**src/rtl/cond_eval_pkg.sv**
```systemverilog
package cond_eval_pkg;

    typedef struct packed {
        logic neg;
        logic zero;
        logic carry;
        logic ovf;
    } nzcv_t;

    typedef enum logic [0:0] {
        ST_IDLE   = 1'b0,
        ST_RESULT = 1'b1
    } eval_state_e;

    localparam logic [3:0] NARROW_BRANCH_GROUP = 4'hD;

endpackage

```
**src/rtl/cond_field_select.sv**
```systemverilog
module cond_field_select #(
    parameter int OPW = 32
) (
    input  logic           narrow_mode,
    input  logic [OPW-1:0] opcode,
    output logic [3:0]     cond_code,
    output logic           cond_applies
);
    import cond_eval_pkg::*;

    localparam int WIDE_LSB = OPW - 4;

    logic unused_opcode_bits;
    assign unused_opcode_bits = ^{opcode[WIDE_LSB-1:16], opcode[7:0]};

    always_comb begin
        if (narrow_mode) begin
            cond_code    = opcode[11:8];
            cond_applies = (opcode[15:12] == NARROW_BRANCH_GROUP);
        end else begin
            cond_code    = opcode[OPW-1:WIDE_LSB];
            cond_applies = 1'b1;
        end
    end

endmodule

```
**src/rtl/cond_flag_test.sv**
```systemverilog
module cond_flag_test (
    input  logic                 enable,
    input  logic [3:0]           cond_code,
    input  cond_eval_pkg::nzcv_t flags,
    output logic                 pass
);
    logic base;
    logic n_eq_v;

    assign n_eq_v = (flags.neg == flags.ovf);

    // Codes come in pairs; the odd member is the complement of the even one.
    always_comb begin
        unique case (cond_code[3:1])
            3'd0: base = flags.zero;
            3'd1: base = flags.carry;
            3'd2: base = flags.neg;
            3'd3: base = flags.ovf;
            3'd4: base = flags.carry & ~flags.zero;
            3'd5: base = n_eq_v;
            3'd6: base = ~flags.zero & n_eq_v;
            default: base = 1'b1;
        endcase
        if (!enable || cond_code[3:1] == 3'd7) begin
            pass = 1'b1;
        end else begin
            pass = base ^ cond_code[0];
        end
    end

endmodule

```
**src/rtl/cond_eval_unit.sv**
```systemverilog
module cond_eval_unit #(
    parameter int XLEN         = 32,
    parameter int WIDE_BYTES   = 4,
    parameter int NARROW_BYTES = 2
) (
    input  logic            clk,
    input  logic            rst_n,
    input  logic            in_valid,
    input  logic            narrow_mode,
    input  logic [XLEN-1:0] opcode,
    input  logic [XLEN-1:0] status_word,
    input  logic [XLEN-1:0] cur_pc,
    output logic            out_valid,
    output logic            exec_pass,
    output logic [XLEN-1:0] next_pc
);
    import cond_eval_pkg::*;

    localparam logic [XLEN-1:0] WIDE_STEP   = XLEN'(WIDE_BYTES);
    localparam logic [XLEN-1:0] NARROW_STEP = XLEN'(NARROW_BYTES);

    eval_state_e st_q, st_d;
    logic [3:0]  cond_code;
    logic        cond_applies;
    logic        pass_c;
    nzcv_t       flags;
    logic [XLEN-1:0] step_c;
    logic            unused_status_bits;

    assign flags              = status_word[XLEN-1:XLEN-4];
    assign unused_status_bits = ^status_word[XLEN-5:0];
    assign step_c             = narrow_mode ? NARROW_STEP : WIDE_STEP;

    cond_field_select #(.OPW(XLEN)) u_sel (
        .narrow_mode (narrow_mode),
        .opcode      (opcode),
        .cond_code   (cond_code),
        .cond_applies(cond_applies)
    );

    cond_flag_test u_test (
        .enable   (cond_applies),
        .cond_code(cond_code),
        .flags    (flags),
        .pass     (pass_c)
    );

    always_comb begin
        unique case (st_q)
            ST_IDLE:   st_d = in_valid ? ST_RESULT : ST_IDLE;
            ST_RESULT: st_d = in_valid ? ST_RESULT : ST_IDLE;
            default:   st_d = ST_IDLE;
        endcase
    end

    always_ff @(posedge clk or negedge rst_n) begin
        if (!rst_n) st_q <= ST_IDLE;
        else        st_q <= st_d;
    end

    always_ff @(posedge clk or negedge rst_n) begin
        if (!rst_n) begin
            exec_pass <= 1'b0;
            next_pc   <= '0;
        end else if (in_valid) begin
            exec_pass <= pass_c;
            next_pc   <= cur_pc + step_c;
        end
    end

    assign out_valid = (st_q == ST_RESULT);

    AST_VALID_FOLLOWS: assert property (@(posedge clk) disable iff (!rst_n)
        in_valid |=> out_valid);
    AST_NO_SPURIOUS: assert property (@(posedge clk) disable iff (!rst_n)
        !in_valid |=> !out_valid);
    AST_RESULT_HOLD: assert property (@(posedge clk) disable iff (!rst_n)
        !in_valid |=> ($stable(exec_pass) && $stable(next_pc)));
    AST_PC_STEP: assert property (@(posedge clk) disable iff (!rst_n)
        in_valid |=> (next_pc == $past(cur_pc) + ($past(narrow_mode) ? NARROW_STEP : WIDE_STEP)));
    AST_ALWAYS_CODES: assert property (@(posedge clk) disable iff (!rst_n)
        (in_valid && !narrow_mode && opcode[XLEN-1:XLEN-3] == 3'b111) |=> exec_pass);
    AST_NARROW_OTHER: assert property (@(posedge clk) disable iff (!rst_n)
        (in_valid && narrow_mode && opcode[15:12] != NARROW_BRANCH_GROUP) |=> exec_pass);

endmodule

```
**config.mk**
```make
export PLATFORM = sky130hd
export DESIGN_NAME = cond_eval_unit
export DESIGN_NICKNAME = d
export VERILOG_FILES = /design/src/rtl/cond_eval_pkg.sv /design/src/rtl/cond_field_select.sv /design/src/rtl/cond_flag_test.sv /design/src/rtl/cond_eval_unit.sv
export SDC_FILE = /design/constraint.sdc
export NUM_CORES = 1
export LEC_CHECK = 0
export BUFFER_PORTS_ARGS = -buffer_cell sky130_fd_sc_hd__buf_2
export CAP_MARGIN = 30
export CELL_PAD_IN_SITES_DETAIL_PLACEMENT = 0
export CELL_PAD_IN_SITES_GLOBAL_PLACEMENT = 1
export CORE_UTILIZATION = 29
export DETAILED_ROUTE_END_ITERATION = 16
export PLACE_DENSITY_LB_ADDON = 0.2
export SKIP_LAST_GASP = 1
export SLEW_MARGIN = 20
export SYNTH_ARGS = -nofsm -noshare
export SYNTH_HDL_FRONTEND = slang
export SYNTH_SLANG_ARGS = --single-unit
```
**constraint.sdc**
```tcl
create_clock -name clk -period 1 [get_ports clk]
set_input_delay 0.2 -clock clk [delete_from_list [all_inputs] [get_ports clk]]
set_output_delay 0.2 -clock clk [all_outputs]
set_load 0.1 [all_outputs]
```
After elaboration in Yosys (flattened, before gate mapping)
Index checks and enable logic that the tools add are counted.
- flip-flop bits (word level): 34
- latch bits: 0
- bits in writable memories: 0
- ROM bits: 0
- memories kept: 0
- add/sub/neg operators: 1
- multipliers: 0
- div/mod/pow operators: 0
- magnitude comparators: 0
- eq/ne operators: 9
- shift-type cells: 0
- multiplexer cells: 6
- bitwise gates (word level): 4
- reductions and logical operators: 3
- operators by type and width (operator ; number):
    adder 32 x 3 -> 32 bit ; 1
    == test 3 bit, second input constant ; 4
    one-hot mux 1 bit (7 select lines) ; 1
    == test 3 x 2 -> 1 bit, second input constant ; 2
    == test 4 bit, second input constant ; 1
    2-to-1 mux 4 bit ; 1
    == test 3 x 1 -> 1 bit, second input constant ; 1
    zero test 3 bit ; 1
    2-to-1 mux 1 bit ; 3
    2-to-1 mux 3 bit ; 1
    bitwise AND 1 bit ; 2
    == test 1 bit ; 1
    zero test 1 bit ; 1
    logical OR 1 bit ; 1
    inverter 1 bit ; 1
    XOR 1 bit ; 1

Logic depth before layout (Yosys ltp)
Gate-level depths: netlist of the first run.
- depth in word-level cells: 5
- depth in mapped cells: 8

Hierarchy
From an unflattened synthesis of the first run, not the netlist that was laid out.
- cells, all modules: 227
- area, all modules: 2073.2 µm²
- by module, submodules not included (module ; instances ; cells each ; area each (µm²)):
    cond_eval_unit ; 1 ; 210 ; 1916.8
    cond_flag_test ; 1 ; 11 ; 98.8
    cond_field_select ; 1 ; 6 ; 57.6

Least setup slack after synthesis of the first run
OpenSTA, ideal clock, no wires.
- kind: input to register
- start: input narrow_mode
- end: register next_pc[24]
- library setup time: 0.137 ns
- arrival: 1.496 ns
- required time: 0.863 ns
- setup slack: -0.633 ns
- stages on the path: 8
- cells stage by stage: buf_6 > inv_1 > ha_1 > a21o_1 > nand3_2 > nor4_1 > xnor2_1 > a21oi_1
- word-level cells in the longest chain between the ends: 2
- RTL lines (what ; line ; source):
    from (decl) ; cond_eval_unit.sv:9 ; input logic narrow_mode,
    2-to-1 mux 3 bit ; cond_eval_unit.sv:32 ; assign step_c = narrow_mode ? NARROW_STEP : WIDE_STEP;
    adder 32 x 3 -> 32 bit ; cond_eval_unit.sv:67 ; next_pc <= cur_pc + step_c;
    to (signal assigned) ; cond_eval_unit.sv:67 ;
    to (decl) ; cond_eval_unit.sv:15 ; output logic [XLEN-1:0] next_pc
No other way between the ends.
A chain may end at the register's enable or synchronous reset.

Worst setup path in the final report of the first run
- start: input narrow_mode
- end: register exec_pass
- word-level cells in the longest chain between the ends: 5
- RTL lines (what ; line ; source):
    2-to-1 mux 4 bit ; cond_field_select.sv:17 ; if (narrow_mode) begin
    == test 3 bit (tied with other cells) ; cond_flag_test.sv:14 ; unique case (cond_code[3:1])
    one-hot mux 1 bit (7 select lines) ; cond_flag_test.sv:14 ;
    XOR 1 bit ; cond_flag_test.sv:27 ; pass = base ^ cond_code[0];
    2-to-1 mux 1 bit * ; cond_flag_test.sv:24 ; if (!enable || cond_code[3:1] == 3'd7) begin
    to (signal assigned) ; cond_eval_unit.sv:66 ; exec_pass <= pass_c;
    to (decl) ; cond_eval_unit.sv:14 ; output logic exec_pass,
Every way passes the cells marked *; elsewhere a longest branch is shown, timed or not.

==> flow_summary.json, run 1 <==
{
  "dieArea_um2": 7443,
  "die_width_um": 86.27,
  "drt-pass1-iter-count": 4,
  "synth_flop_cell": "dfrtp_1",
  "end_kind": "flip-flop",
  "port_buffers": 85,
  "grt.total_usage": 0.1758,
  "hp-start": "cur_pc[0]",
  "rsz0062_at_grt": "true",
  "numClockSinks": 34,
  "finalWorstSetupSlack_ns": -0.3724,
  "grt_max_degree": 35,
  "required_ns": 1.16,
  "synth_top_area_cell": "dfrtp_1",
  "final_hold_viol_count": 0,
  "post_synth_instance_area_um2": 2059,
  "nets": 488,
  "core_area_um2": 6832,
  "worstPathMaxFanout": 6,
  "setup_tns_ns": -9.912,
  "die_h_um": 86.27,
  "grt_pass1_vias": 2181,
  "htreeDepth": 2,
  "synth_edf_count": 0,
  "yosysUniqueCellTypes": 44,
  "start_util": 0.3015,
  "wl_um": 6287,
  "yosysWarnings": 0,
  "num_vias": 2204,
  "stdcell_count": 482,
  "place.gp.congestion": 0.7811,
  "cts_tree": "yes",
  "grt_pass1_wl_um": 10270,
  "cts_buffer_depth": 2,
  "fin_crit_ns": 1.372,
  "fin_total_pwr_uw": 5328,
  "drc": 0,
  "drt_iter0_drc": 58,
  "finalSetupViolCount": 64,
  "whs_ns": 0.1534,
  "violations": "negative setup slack",
  "slew_violations": 0,
  "syn_nets": 329,
  "ys_top_cells_by_area": "dfrtp_1 41%, xnor2_1 9.8%, a21oi_1 6.6%, nor2_1 5.5%, nand3_1 3.4%",
  "io_pins": 134,
  "area_growth_pct": 111.2,
  "clk_pin_slew_ns": 0.07,
  "cts_buffers": 5,
  "ys_ff_latch": 34,
  "placed_cells": 456,
  "ir_worst_vdd_mv": 0.6043,
  "rows": 30,
  "wl_per_cell_um": 13.04,
  "fin_crit_sh": 1.372,
  "synth_common_cells": "34 x dfrtp_1, 30 x nor2_1, 27 x a21oi_1",
  "diodes": 0,
  "clk_latency_ns": 0.27,
  "via_per_inst": 4.573,
  "clock.fmax_mhz": 728.6,
  "p_per_area_nw_per_um2": 1225,
  "place_hpwl_um": 4412,
  "cap_violations": 0,
  "antenna_found_initial": 0,
  "avgSynthCellArea_um2": 9.113,
  "startpoint": "narrow_mode",
  "clock-root-buffer": "clkbuf_8",
  "min_path_type": "in -> reg",
  "cp.arrival_ns": 1.53,
  "timing.rr.start": "next_pc[15]$_DFFE_PN0P_",
  "max_slew_margin": 0.8410,
  "post-synth-top-count-cell": "dfrtp_1",
  "yosysTopAreaCellShare": 0.4131,
  "worst-setup-path-type": "in -> reg",
  "worstMarginPinSlew_ns": 0.2367,
  "syn_inst": 226,
  "fin_skew_ns": 0,
  "yosysSeqAreaShare": 0.4131,
  "p_leak_uw": 0.001904,
  "grt_remaining_overflow": 0,
  "antenna_left": 0,
  "async_flop_share": 1.000,
  "run_status": "finished with violations",
  "critPathLaunchType": "input port",
  "drive_gt1_frac": 0.6736
}
metal layers:
| metal | vias up | track usage | wire length (um) | share of wire |
|---|---|---|---|---|
| li1 | 1109 | - | - | - |
| met1 | 1031 | 0.2345 | 2800 | 0.45 |
| met2 | 56 | 0.2958 | 3155 | 0.50 |
| met3 | 8 | 0.02952 | 263 | 0.042 |
| met4 | 0 | 0.04545 | 68 | 0.011 |
| met5 | - | 0 | 0 | 0 |
layout by cell type (no fill, tap or decap), types with 5 or more instances in the layout:
master    instances
a21oi_1          27
nor3_2            6
dfrtp_2          32
xnor2_1          19
nand3_1           8
buf_2            43
inv_1             5
nand2_1           7
buf_12           42
xor2_1            6
nor4_4            8
nor2_1           29
buf_4            57
clkbuf_8          6
buf_6            19
sequential cells by signal, summed over array words and instances (netlist names):
name	cells
next_pc	32
exec_pass	1
out_valid	1
path summary, 6_finish.rpt:
check	endpoint	slack, ns	cells after the start
worst max-delay path	exec_pass$_DFFE_PN0P_	-0.37	7
worst min-delay path	next_pc[0]$_DFFE_PN0P_	0.15	2
worst max register to register	next_pc[15]$_DFFE_PN0P_	0.06	4
worst min register to register	next_pc[31]$_DFFE_PN0P_	0.56	1
max in group asynchronous	next_pc[16]$_DFFE_PN0P_	0.39	3
min in group asynchronous	next_pc[5]$_DFFE_PN0P_	0.39	3
report_power, final:
part | leakage [uW] | internal [uW] | total [uW] | switching (uW)
registers | 0.000352 | 1540 | 1690 | 153
logic | 0.00151 | 1070 | 2560 | 1490
clock network | 0.0000455 | 563 | 1080 | 515
worst max-delay path: stages:
cell and delay (ns):
buf_12 0.11, buf_8 0.12, or4_4 0.43, a21boi_2 0.15, a311o_2 0.12, a31oi_1 0.08, o32a_1 0.32
area by class of cell:
cell class	instances	area, um2
inverters	6	30.03
well taps	96	120.1
fillers	568	2482
clock buffers	8	90.09
multi-input cells	174	1476
repair buffers	164	1738
flip-flops and latches	34	894.6
cell families (layout without fill, tap and decap cells):
family | after synthesis | in the layout | share of synthesized area
and+or+nand+nor | 95 | 96 | 0.2491
AOI/OAI and AO/OA | 38 | 38 | 0.1057
DFF | 34 | 34 | 0.4131
xor gates and xnor gates | 29 | 29 | 0.1233
buffers and inverters | 19 | 178 | 0.04556
muxes | 8 | 8 | 0.04131
adders and majority gates | 3 | 3 | 0.02187
per-stage QoR:
stage / util / area [um2] / setup slack [ns]
after floorplan: - / 2266 / -0.5714
after global placement: 0.5502 / 3759 / -0.7608
after detailed placement: 0.5502 / 3759 / -0.7986
after CTS: 0.6194 / 4232 / -0.3753
after global routing: 0.6366 / 4349 / -0.4252
final: 0.6366 / 4349 / -0.3724
timing repair:
action,CTS,global route
resized for setup,57,15
buffers inserted,11,6
hold endpoints to repair,34,0
hold buffers,1,0
pin swaps,41,25
cloned,1,0
setup endpoints to repair,65,65
Note: power is estimated with default switching activity, not from simulation.
==> inputs of run 2 (changes only) <==
- CORE_ASPECT_RATIO: not set -> 1.25
==> run 2 against run 1 <==
Net effect:
- the run still ends with negative setup slack left
- critical path depth fell by 1
- register-to-register slack better by 0.07 ns
- non-clock buffer count down 1
- largest power group unchanged
==> flow_summary.json, run 2 (synthesized netlist as in run 1, its figures left out) <==
{
  "run_status": "finished with violations",
  "violations": "negative setup slack",
  "end_kind": "flip-flop",
  "rr_worst_depth": 1,
  "numClockSinks": 34,
  "port_buffers": 85,
  "critPathMaxStageDelay_ns": 0.55,
  "clk_latency_ns": 0.29,
  "fin_crit_sh": 1.395,
  "slew_violations": 0,
  "place.gp.congestion": 0.7456,
  "cp.depth": 6,
  "endpoint": "exec_pass$_DFFE_PN0P_",
  "worst-setup-path-type": "in -> reg",
  "grt_remaining_overflow": 0,
  "drt_iter0_drc": 26,
  "startpoint": "opcode[9]",
  "place_ws_ns": -0.8091,
  "die_h_um": 96.22,
  "finalSetupViolCount": 64,
  "nets": 487,
  "finalWorstSetupSlack_ns": -0.3948,
  "place_hpwl_um": 4569,
  "antenna_left": 0,
  "layout_commonest_cell": "buf_4",
  "cts_buffers": 5,
  "grt.total_usage": 0.1870,
  "crit_chain": "buf_2 > or4b_4 > a21boi_2 > a311o_2 > a31oi_1 > o32a_1",
  "drt-pass1-iter-count": 5,
  "path_delay_family": "compound AO/OA/AOI/OAI gates",
  "area_growth_pct": 109.7,
  "grt_pass1_vias": 2324,
  "diodes": 0,
  "top_register": "next_pc",
  "via_per_inst": 4.695,
  "cap_violations": 0,
  "nFillCells": 562,
  "ir_worst_vdd_mv": 0.7279,
  "grt_pass1_wl_um": 10740,
  "r2r_slack_ns": 0.13,
  "die_width_um": 77.38,
  "start_util": 0.2970,
  "p_per_area_nw_per_um2": 1264,
  "grt_max_degree": 35,
  "antenna_found_initial": 0,
  "clock.fmax_mhz": 716.9,
  "final_cell_mix": "59 x buf_4, 40 x buf_2, 38 x buf_12",
  "timing.rr.start": "next_pc[0]$_DFFE_PN0P_",
  "rsz0062_at_grt": "true",
  "whs_path_depth": 2,
  "rows": 34,
  "r2r-end": "next_pc[0]$_DFFE_PN0P_",
  "wl_um": 6458,
  "wl_per_cell_um": 13.60,
  "htreeDepth": 2,
  "final_hold_viol_count": 0,
  "num_vias": 2230,
  "min_path_type": "in -> reg",
  "required_ns": 1.18,
  "cts_buffer_depth": 2,
  "critPathLaunchType": "input port",
  "p_leak_uw": 0.001919,
  "stdcell_count": 475,
  "critical_path.slowest_cell": "or4b_4",
  "max_slew_margin": 0.8350,
  "drc": 0,
  "worstMarginPinSlew_ns": 0.2463,
  "largest_reg_flops": 32,
  "cts_tree": "yes",
  "dieArea_um2": 7445,
  "clock-root-buffer": "clkbuf_8",
  "core_area_um2": 6934,
  "cp_num_buf_inv": 1,
  "fin_skew_ns": 0,
  "worstPathMaxFanout": 4,
  "fin_crit_ns": 1.395,
  "placed_cells": 449,
  "cp.arrival_ns": 1.57,
  "clk_pin_slew_ns": 0.07,
  "io_pins": 134,
  "drive_gt1_frac": 0.6727
}
[run 2: cell count changes in the layout (fill, tap and decap cells not counted), moves of 2 or more]
cell / change
clkbuf_1: -2
clkbuf_8: +2
nor3_4: +2
buf_2: -3
buf_4: +2
nor3_2: -2
buf_6: +4
buf_12: -4
[run 2: power breakdown]
part | leakage [uW] | internal [uW] | switching, uW
registers | 0.000352 | 1540 | 156
clock network | 0.0000575 | 696 | 536
logic | 0.00151 | 1040 | 1490
[run 2: timing repair]
action | CTS | global route
setup endpoints to repair | 65 | 64
hold buffers | 1 | 0
setup buffers | 9 | 8
pin swaps | 41 | 23
cloned | 1 | 0
endpoints found under the hold margin | 34 | 0
resized for setup | 55 | 19
[run 2: routing by layer]
layer | GRT usage | up-vias | wire (um)
li1 | - | 1109 | -
met1 | 0.2039 | 1052 | 2533
met2 | 0.3466 | 59 | 3502
met3 | 0.04265 | 10 | 302
met4 | 0.08176 | 0 | 119
met5 | 0 | - | 0
[run 2: layout make-up]
| cell class | count | area (um2) | area share |
|---|---|---|---|
| Inverter | 6 | 27.53 | 0.006375 |
| Clock buffer | 8 | 110.1 | 0.02550 |
| Tap cell | 90 | 112.6 | 0.02608 |
| Sequential cell | 34 | 894.6 | 0.2072 |
| Multi-Input combinational cell | 174 | 1470 | 0.3405 |
| Timing Repair Buffer | 163 | 1703 | 0.3944 |
[run 2: worst min path at each step]
stage	start	to	slack (ns)
finish	cur_pc[0]	next_pc[0]$_DFFE_PN0P_	0.15
global route	cur_pc[0]	next_pc[0]$_DFFE_PN0P_	0.16
CTS	cur_pc[0]	next_pc[0]$_DFFE_PN0P_	0.15
detailed placement	rst_n	next_pc[0]$_DFFE_PN0P_	0.18
global placement	rst_n	next_pc[0]$_DFFE_PN0P_	0.18
floorplan	rst_n	exec_pass$_DFFE_PN0P_	-0.1
[run 2: metrics by stage]
step           total power, uW  TNS, ns    util  instance area, um2  hold slack [ns]
6_report                  5456   -10.43  0.6227                4318           0.1520
3_5_place_dp              4098   -19.72  0.5363                3719           0.1830
4_1_cts                   5476   -8.151  0.6016                4172           0.1495
3_3_place_gp              4081   -18.96  0.5363                3719           0.1799
2_1_floorplan             3000   -12.42       -                2266         -0.09559
5_1_grt                   5687   -12.84  0.6227                4318           0.1576
